**src/rtl/pmac_pkg.sv**
```systemverilog
package pmac_pkg;

    localparam int WORD_W = 64;
    localparam int HALF_W = 16;
    localparam int BYTE_W = 8;
    localparam int N_HALF = WORD_W / HALF_W;
    localparam int N_BYTE = WORD_W / BYTE_W;
    localparam int N_PAIR = N_HALF / 2;
    localparam int PAIR_W = 2 * HALF_W;
    localparam int OPND_W = HALF_W + 1;
    localparam int PROD_W = 2 * OPND_W;
    localparam int MAC_W  = PROD_W + $clog2(N_HALF);
    localparam int SADB_W = BYTE_W + $clog2(N_BYTE);
    localparam int SADH_W = HALF_W + $clog2(N_HALF);
    localparam int OP_W   = 4;

    typedef enum logic [OP_W-1:0] {
        OP_MADD_S = 4'd0,
        OP_MADD_U = 4'd1,
        OP_SAD_B  = 4'd2,
        OP_SAD_H  = 4'd3,
        OP_MUL_SL = 4'd4,
        OP_MUL_SH = 4'd5,
        OP_MUL_UL = 4'd6,
        OP_MUL_UH = 4'd7,
        OP_MAC_S  = 4'd8,
        OP_MAC_U  = 4'd9
    } op_e;

    typedef logic [N_HALF-1:0][PROD_W-1:0] prod_vec_t;

    typedef struct packed {
        logic [WORD_W-1:0] a;
        logic [WORD_W-1:0] b;
    } opnd_pair_t;

    function automatic logic [OPND_W-1:0] widen_half(input logic [HALF_W-1:0] x,
                                                     input logic sgn);
        return {sgn & x[HALF_W-1], x};
    endfunction

    function automatic logic op_is_signed(input op_e op);
        return (op == OP_MADD_S) || (op == OP_MUL_SL) ||
               (op == OP_MUL_SH) || (op == OP_MAC_S);
    endfunction

endpackage

```
**src/rtl/pmac_mul_array.sv**
```systemverilog
module pmac_mul_array
    import pmac_pkg::*;
#(
    parameter int LANE_W = HALF_W,
    parameter int LANES  = N_HALF
) (
    input  opnd_pair_t opnd_i,
    input  logic       sgn_i,
    output prod_vec_t  prod_o
);
    localparam int EXT_W = LANE_W + 1;

    for (genvar k = 0; k < LANES; k++) begin : g_lane
        logic signed [EXT_W-1:0] xa;
        logic signed [EXT_W-1:0] xb;
        assign xa = widen_half(opnd_i.a[k*LANE_W +: LANE_W], sgn_i);
        assign xb = widen_half(opnd_i.b[k*LANE_W +: LANE_W], sgn_i);
        // a 17x17 signed product fits exactly in 34 bits
        assign prod_o[k] = xa * xb;
    end
endmodule

```
**src/rtl/pmac_sad.sv**
```systemverilog
module pmac_sad
    import pmac_pkg::*;
#(
    parameter int LANE_W = BYTE_W,
    parameter int LANES  = N_BYTE,
    parameter int SUM_W  = LANE_W + $clog2(LANES)
) (
    input  opnd_pair_t        opnd_i,
    output logic [SUM_W-1:0]  sum_o
);
    logic [LANES-1:0][LANE_W-1:0] diff;

    for (genvar k = 0; k < LANES; k++) begin : g_diff
        logic [LANE_W-1:0] xa;
        logic [LANE_W-1:0] xb;
        assign xa = opnd_i.a[k*LANE_W +: LANE_W];
        assign xb = opnd_i.b[k*LANE_W +: LANE_W];
        assign diff[k] = (xa >= xb) ? (xa - xb) : (xb - xa);
    end

    always_comb begin
        sum_o = '0;
        for (int k = 0; k < LANES; k++) begin
            sum_o = sum_o + SUM_W'(diff[k]);
        end
    end
endmodule

```
**src/rtl/pmac_combine.sv**
```systemverilog
module pmac_combine
    import pmac_pkg::*;
(
    input  op_e                op_i,
    input  prod_vec_t          prod_i,
    input  logic [SADB_W-1:0]  sadb_i,
    input  logic [SADH_W-1:0]  sadh_i,
    output logic [WORD_W-1:0]  res_o
);
    logic [WORD_W-1:0] madd_w;
    logic [WORD_W-1:0] mul_lo_w;
    logic [WORD_W-1:0] mul_hi_w;
    logic [MAC_W-1:0]  mac_acc;
    logic [WORD_W-1:0] mac_w;

    // pairwise sums: only the low PAIR_W bits of each sum are kept
    for (genvar j = 0; j < N_PAIR; j++) begin : g_pair
        logic [PROD_W-1:0] psum;
        assign psum = prod_i[2*j] + prod_i[2*j+1];
        assign madd_w[j*PAIR_W +: PAIR_W] = psum[PAIR_W-1:0];
    end

    // per-lane product halves, returned in their own lane
    for (genvar k = 0; k < N_HALF; k++) begin : g_lane
        assign mul_lo_w[k*HALF_W +: HALF_W] = prod_i[k][HALF_W-1:0];
        assign mul_hi_w[k*HALF_W +: HALF_W] = prod_i[k][PAIR_W-1:HALF_W];
    end

    // horizontal reduction at full precision
    always_comb begin
        mac_acc = '0;
        for (int k = 0; k < N_HALF; k++) begin
            mac_acc = mac_acc + {{(MAC_W-PROD_W){prod_i[k][PROD_W-1]}}, prod_i[k]};
        end
    end
    assign mac_w = {{(WORD_W-MAC_W){mac_acc[MAC_W-1]}}, mac_acc};

    always_comb begin
        unique case (op_i)
            OP_MADD_S, OP_MADD_U: res_o = madd_w;
            OP_SAD_B:             res_o = WORD_W'(sadb_i);
            OP_SAD_H:             res_o = WORD_W'(sadh_i);
            OP_MUL_SL, OP_MUL_UL: res_o = mul_lo_w;
            OP_MUL_SH, OP_MUL_UH: res_o = mul_hi_w;
            OP_MAC_S, OP_MAC_U:   res_o = mac_w;
            default:              res_o = '0;
        endcase
    end
endmodule

```
**src/rtl/pmac_sad_unit.sv**
```systemverilog
module pmac_sad_unit
    import pmac_pkg::*;
(
    input  logic              clk,
    input  logic              rst,
    input  logic              in_valid,
    input  logic [OP_W-1:0]   op_i,
    input  logic [WORD_W-1:0] a_i,
    input  logic [WORD_W-1:0] b_i,
    output logic              out_valid,
    output logic [WORD_W-1:0] res_o
);
    op_e               op;
    opnd_pair_t        opnd;
    prod_vec_t         prod;
    logic [SADB_W-1:0] sadb;
    logic [SADH_W-1:0] sadh;
    logic [WORD_W-1:0] res_d;

    assign op   = op_e'(op_i);
    assign opnd = '{a: a_i, b: b_i};

    pmac_mul_array #(.LANE_W(HALF_W), .LANES(N_HALF)) u_mul (
        .opnd_i (opnd),
        .sgn_i  (op_is_signed(op)),
        .prod_o (prod)
    );

    pmac_sad #(.LANE_W(BYTE_W), .LANES(N_BYTE), .SUM_W(SADB_W)) u_sad_b (
        .opnd_i (opnd),
        .sum_o  (sadb)
    );

    pmac_sad #(.LANE_W(HALF_W), .LANES(N_HALF), .SUM_W(SADH_W)) u_sad_h (
        .opnd_i (opnd),
        .sum_o  (sadh)
    );

    pmac_combine u_comb (
        .op_i   (op),
        .prod_i (prod),
        .sadb_i (sadb),
        .sadh_i (sadh),
        .res_o  (res_d)
    );

    always_ff @(posedge clk) begin
        if (rst) begin
            res_o     <= '0;
            out_valid <= 1'b0;
        end else begin
            out_valid <= in_valid;
            if (in_valid) begin
                res_o <= res_d;
            end
        end
    end

    // output strobe trails the input strobe by one edge
    assert_valid_delay_R9: assert property (@(posedge clk) disable iff (rst)
        !$past(rst) |-> (out_valid == $past(in_valid)));

    // no load without an input strobe
    assert_hold_idle_R10: assert property (@(posedge clk) disable iff (rst)
        !in_valid |=> $stable(res_o));

    // byte SAD never reaches above its sum width
    assert_sadb_width_R3: assert property (@(posedge clk) disable iff (rst)
        (in_valid && op_i == 4'd2) |=> (res_o[WORD_W-1:SADB_W] == '0));

    // halfword SAD never reaches above its sum width
    assert_sadh_width_R4: assert property (@(posedge clk) disable iff (rst)
        (in_valid && op_i == 4'd3) |=> (res_o[WORD_W-1:SADH_W] == '0));

    // unsigned accumulation stays non-negative and narrow
    assert_macu_width_R7: assert property (@(posedge clk) disable iff (rst)
        (in_valid && op_i == 4'd9) |=> (res_o[WORD_W-1:PROD_W] == '0));

    // signed accumulation is a sign extension above its width
    assert_macs_ext_R6: assert property (@(posedge clk) disable iff (rst)
        (in_valid && op_i == 4'd8) |=>
        ((res_o[WORD_W-1:PROD_W] == '0) || (res_o[WORD_W-1:PROD_W] == '1)));

    // unused codes load zero
    assert_unused_zero_R8: assert property (@(posedge clk) disable iff (rst)
        (in_valid && op_i > 4'd9) |=> (res_o == '0));
endmodule

```
**config.mk**
```make
export PLATFORM = sky130hd
export DESIGN_NAME = pmac_sad_unit
export DESIGN_NICKNAME = d
export VERILOG_FILES = /design/src/rtl/pmac_pkg.sv /design/src/rtl/pmac_mul_array.sv /design/src/rtl/pmac_sad.sv /design/src/rtl/pmac_combine.sv /design/src/rtl/pmac_sad_unit.sv
export SDC_FILE = /design/constraint.sdc
export NUM_CORES = 2
export LEC_CHECK = 0
export BUFFER_PORTS_ARGS = -buffer_cell sky130_fd_sc_hd__buf_2
export CELL_PAD_IN_SITES_DETAIL_PLACEMENT = 1
export CELL_PAD_IN_SITES_GLOBAL_PLACEMENT = 1
export CORE_MARGIN = 3
export CORE_UTILIZATION = 50
export CTS_BUF_LIST = sky130_fd_sc_hd__clkbuf_16
export CTS_CLUSTER_SIZE = 8
export DETAILED_ROUTE_END_ITERATION = 8
export GPL_TIMING_DRIVEN = 0
export PLACE_DENSITY = 0.79
export RECOVER_POWER = 50
export SYNTH_ARGS = -nofsm -noshare
export SYNTH_HDL_FRONTEND = slang
export SYNTH_SLANG_ARGS = --single-unit
```
**constraint.sdc**
```tcl
create_clock -name clk -period 15.15 [get_ports clk]
set_input_delay 4.545 -clock clk [delete_from_list [all_inputs] [get_ports clk]]
set_output_delay 4.545 -clock clk [all_outputs]
set_load 0.05 [all_outputs]
```
# Word level (Yosys, flattened, before mapping)
# Cells that the tools add are included.
# word_totals
out_inout_bits	65
ff_bits	65
word_cells	95
input_bits	135
# op_classes
add_sub_neg	39
n_bitwise	8
order_cmp	12
reduce_logical	8
n_mul	4
n_eq_ne	9
n_mux	13
# ops
cell	n
$pmux W64 S6	1
$mul A17 B17 Y34	4
$sub A16 B16 Y16	8
$sub A8 B8 Y8	16
$add A11 B8 Y11	6
$add A32 B32 Y32	2
$ge A16 B16 Y1	4
$ge A8 B8 Y1	8
$mux W16	4
$mux W8	8
$add A18 B16 Y18	2
$add A35 B34 Y36	1
$add A36 B36 Y36	1
$add A34 B34 Y35	1
$add A16 B16 Y17	1
$eq A4 B3 Y1 const B	4
$add A8 B8 Y9	1
$and A1 B1 Y1	8
$eq A4 B2 Y1 const B	2
$eq A4 B4 Y1 const B	2
$reduce_or A2 Y1	4
$eq A4 B1 Y1 const B	1
$logic_not A4 Y1	1
$logic_or A1 B1 Y1	3

# Logic depth before layout (Yosys ltp)
# logic_depth
word_depth	10
mapped_depth	46
ltp_nobuf	42

# Hierarchy
# Synthesis repeated with hierarchy kept, for this count alone.
# hier_totals
cells_unflattened	7992
hier_area_um2	68251.7
# modules_own_cells
module	cells_each	area_each_um2	n_inst	seq_area_each_um2
pmac_mul_array	4727	43219.0	1	0.0
pmac_combine	1131	8230.4	1	0.0
pmac_sad (u_sad_h)	1036	7484.7	1	0.0
pmac_sad (u_sad_b)	888	6993.0	1	0.0
pmac_sad_unit	210	2324.7	1	1301.2

# Least setup slack after synthesis
# OpenSTA, ideal clock, no wires.
# synth_path
kind	input to register
start	input port op_i[2]
end	register res_o[37]
required_ns	15.033
n_path_buf	4
cell_stages	40
t_arrival_ns	14.189
path_slack_ns	0.844
setup_time_ns	0.117
path_cell_list	nor2b_1 > nor2_1 > nor2_1 > clkbuf_1 > and2_1 > clkbuf_1 > nand2_1 > inv_1 > fa_1 > fa_1 > inv_1 > fa_1 > fa_1 > fa_1 > fa_1 > inv_1 > ha_1 > and3_1 > [... 4 more ...] > nand2_1 > xor2_1 > inv_1 > fa_1 > inv_1 > fa_1 > ha_1 > clkbuf_1 > a21o_1 > a21o_1 > a21oi_1 > nor2_1 > a2111oi_0 > a31oi_1 > mux2i_1 > buf_2 > o211ai_1 > a22o_1
# synth_via
elab_chain_len	10
elab_cells_between_ends	33
classes_between	3 x add/sub; 4 x mul; 9 x eq/ne; 1 x mux; 8 x bitwise; 8 x reduce/logical
# synth_lines
item	line_no	rtl
from (decl)	pmac_sad_unit.sv:7	input logic [OP_W-1:0] op_i,
$eq A4 B3 Y1 / $logic_not A4 Y1 (equally long branches)	pmac_pkg.sv:43, pmac_combine.sv:39	
$logic_or A1 B1 Y1 (2 in series)	pmac_pkg.sv:43	return (op == OP_MADD_S) || (op == OP_MUL_SL) ||
$logic_or A1 B1 Y1	pmac_pkg.sv:44	(op == OP_MUL_SH) || (op == OP_MAC_S);
$and A1 B1 Y1	pmac_pkg.sv:39	return {sgn & x[HALF_W-1], x};
$mul A17 B17 Y34	pmac_mul_array.sv:19	assign prod_o[k] = xa * xb;
$add A34 B34 Y35	pmac_combine.sv:33	mac_acc = mac_acc + {{(MAC_W-PROD_W){prod_i[k][PROD_W-1]}}, prod_i[k]};
$add A35 B34 Y36	pmac_combine.sv:33	
$add A36 B36 Y36	pmac_combine.sv:33	
$pmux W64 S6 (*)	pmac_combine.sv:39	unique case (op_i)
to (signal assigned)	pmac_sad_unit.sv:54	res_o <= res_d;
to (decl)	pmac_sad_unit.sv:11	output logic [WORD_W-1:0] res_o
# Mark *: on every way between the ends. The rest lies on a longest branch, timed or not.
# A chain may end at the register's enable or synchronous reset.

# Worst setup path after layout
# Ends and elaborated chain as after synthesis.

==> summary.txt <==
Outcome: complete, no violations
CP max-delay cell: sky130_fd_sc_hd__fa_1
Critical path class: in -> reg
Total die area: 132700 µm²
Number of vias after detailed routing: 56520
Commonest non-fill, non-tap cell in the layout: sky130_fd_sc_hd__inv_1
Fraction of final layout cells sized beyond drive strength 1: 0.05757
Pin count of the biggest net entering global routing: 14
Post-route DRC: 0
Signal arrival time at the worst endpoint: 15230 ps
Worst-case headroom to the max-slew limit: 0.02120
Startpoint type of the worst setup path: input port
Final Setup Violations: 0
Synthesized cell area: 64170 µm²
DR vias/cell: 5.967
Kind of path behind the tightest hold check: reg -> reg
Std-Cell Rows: 130
Max Cap Violations: 0
Antenna viol nets, final: 0
Post-Route Setup TNS: 0 ps
DRT Wirelength: 255900 µm
Placer's final routability congestion estimate: 1.033
Hold-fix buffers at CTS: 0
Most frequent cells in the layout: 1668 x sky130_fd_sc_hd__inv_1, 1316 x sky130_fd_sc_hd__fa_1, 796 x sky130_fd_sc_hd__nand2_1
Share of synthesized area occupied by flip-flops and latches: 0.02028
Initial DRT Pass Iterations: 6
Sink count of the clock tree: 65
Synth top area cells: sky130_fd_sc_hd__fa_1 41%, sky130_fd_sc_hd__ha_1 13%, sky130_fd_sc_hd__inv_1 9.8%, sky130_fd_sc_hd__nand2_1 4.7%, sky130_fd_sc_hd__nor2_1 3.8%
Antenna violations before repair: 14
H-Tree Level Count: 3
Number of global-route vias before repair: 61520
Net count of the mapped netlist: 9748
Total gr overflow: 0
Post-route clock skew: 0 ps
Post-route fraction of the period consumed by the critical path: 0.9882
Critical-path maximum fanout: 10
Worst setup path endpoint: res_o[37]$_SDFFE_PP0P_
EDFF count, synth: 0
Delay of the slowest critical-path stage: 590 ps
Count of port buffers added during placement: 196
Launch instance of the worst min-delay path: res_o[60]$_SDFFE_PP0P_
Count of nets after finishing: 9963
Number of buffers on the longest clock path: 2
Post-route minimum period: 14970 ps
Count of final hold-check violations: 0
Number of violations reported at the end of detailed-routing iteration 0: 4691
Wire length of the first global-routing pass: 384600 µm
Half-perimeter wire length after detailed placement: 221000 µm
Reg2reg path depth: 5
Chip height: 364.3 µm
Post-synthesis cell type count: 88
Width of the chip: 364.3 µm
Share of Yosys cell area claimed by the top area cell type: 0.4143
Initial core utilization: 0.5071
Cell depth of the worst min-delay path: 1
Startpoint of the lowest-slack register-to-register path: res_o[8]$_SDFFE_PP0P_
Area growth syn-to-layout: 7.187%
Root buf cell: sky130_fd_sc_hd__clkbuf_16
Average cell area after synthesis: 8.448 µm²
Final Non-Filler Cells: 9473
Maximum frequency from static timing analysis: 0.06679 GHz
Overall routing resource usage: 0.3906
TritonCTS clock tree: yes
Endpoint class of the critical path: flip-flop
Launch point of the worst path: op_i[2]
Critical path data required time: 15410 ps
Average routed wire per standard cell: 27.02 µm
Area leader, netlist: sky130_fd_sc_hd__fa_1
Placeable Area: 126500 µm²
Boundary Pins: 200
Core utilization of the finished layout: 0.5436
Placed instance count: 9443
Count of synthesis-stage warnings from yosys: 0
Share of flip-flops with an asynchronous set or reset after synthesis: 0
Clock insertion delay at the later pin of the skew report: 370 ps
Number of synthesized register bits: 65
Destination of the worst register-to-register timing path: res_o[8]$_SDFFE_PP0P_
Reg-to-reg setup timing slack: 13180 ps
Post-Syn Instances: 7596
Actual slew at the worst max-slew pin: 1458 ps
Cell mode on critical path: sky130_fd_sc_hd__fa_1
Clk pin slew, worst setup/hold paths: 60 ps
Total count of max-transition violations in the final report: 0
TritonCTS Buffers: 9
Primary FF master, synth: sky130_fd_sc_hd__dfxtp_1
-- flip-flops by register name (all words and copies together), names as in the netlist --
signal / cells
out_valid: 1
res_o: 64
-- worst max-delay path, delay by kind of cell --
family	cells	cell delay (ps)
multiplexers	1	350
AND/OR/NAND/NOR	6	920
AO/OA/AOI/OAI	16	3160
adder cells (fa/ha/maj)	10	4560
buffers and inverters	8	1410
XOR/XNOR	1	260
-- Yosys cell counts, types with 34 or more instances --
cell	instances
sky130_fd_sc_hd__inv_1	1676
sky130_fd_sc_hd__fa_1	1328
sky130_fd_sc_hd__nand2_1	797
sky130_fd_sc_hd__ha_1	689
sky130_fd_sc_hd__nor2_1	652
sky130_fd_sc_hd__a21oi_1	338
sky130_fd_sc_hd__xnor2_1	248
sky130_fd_sc_hd__clkbuf_1	245
sky130_fd_sc_hd__o21ai_0	180
sky130_fd_sc_hd__a21o_1	170
sky130_fd_sc_hd__xor2_1	109
sky130_fd_sc_hd__nor3_1	71
sky130_fd_sc_hd__o21bai_1	68
sky130_fd_sc_hd__nand3_1	66
sky130_fd_sc_hd__dfxtp_1	65
sky130_fd_sc_hd__and3_1	61
sky130_fd_sc_hd__mux2i_1	61
sky130_fd_sc_hd__and2_1	47
sky130_fd_sc_hd__nor2b_1	44
sky130_fd_sc_hd__a211oi_1	43
sky130_fd_sc_hd__a31oi_1	43
sky130_fd_sc_hd__a221oi_1	42
sky130_fd_sc_hd__nand2b_1	37
sky130_fd_sc_hd__nand4_1	34
-- stage by stage --
step / worst slack (ps) / area [µm²] / hold slack (ps)
finish: 178.8 / 68790 / 464.1
global route: -74.40 / 68770 / 494.1
CTS: 7.550 / 68320 / 467.0
detailed placement: -4176 / 67240 / 449.0
global placement: -5459 / 67220 / 444.1
floorplan: 844.1 / 64170 / 674.5
-- cell families after synthesis --
logic type	count (synthesis)	synth area share
AOI/OAI and AO/OA	1182	0.1237
xor gates and xnor gates	357	0.04872
adders and majority gates	2017	0.5486
buffers and inverters	1997	0.1175
DFF	65	0.02028
muxes	97	0.01595
and+or+nand+nor	1881	0.1252
-- metal layers --
metal	vias up	wire, µm	track usage
met5	-	65	0
met4	10	15670	0.1910
met1	29260	103100	0.5120
met3	632	21260	0.07433
li1	24130	-	-
met2	2491	115800	0.6224
-- worst min path at each step --
stage                             end
6_report       res_o[60]$_SDFFE_PP0P_
5_1_grt        res_o[33]$_SDFFE_PP0P_
4_1_cts        res_o[60]$_SDFFE_PP0P_
2_1_floorplan  res_o[32]$_SDFFE_PP0P_
3_3_place_gp    res_o[5]$_SDFFE_PP0P_
3_5_place_dp   res_o[60]$_SDFFE_PP0P_
-- what timing repair did --
item | CTS | global route
setup buffers | 17 | 25
resized for setup | 139 | 101
setup endpoints to repair | 45 | 42
pin swaps | 16 | 25
-- layout make-up --
type                       count  area (µm²)
tap                         1650        2064
fill                       15340       57760
sequential                    65        1301
multi-input combinational   5534       56210
timing repair buffer         239        1294
antenna                        7       17.52
buffer                       248        1094
clock inverter                 7       78.83
inverter                    1714        6505
clock buffer                   9       225.2
Power is not shown: default switching activity piles up to over one toggle a cycle in this logic, so the estimate is an artifact.
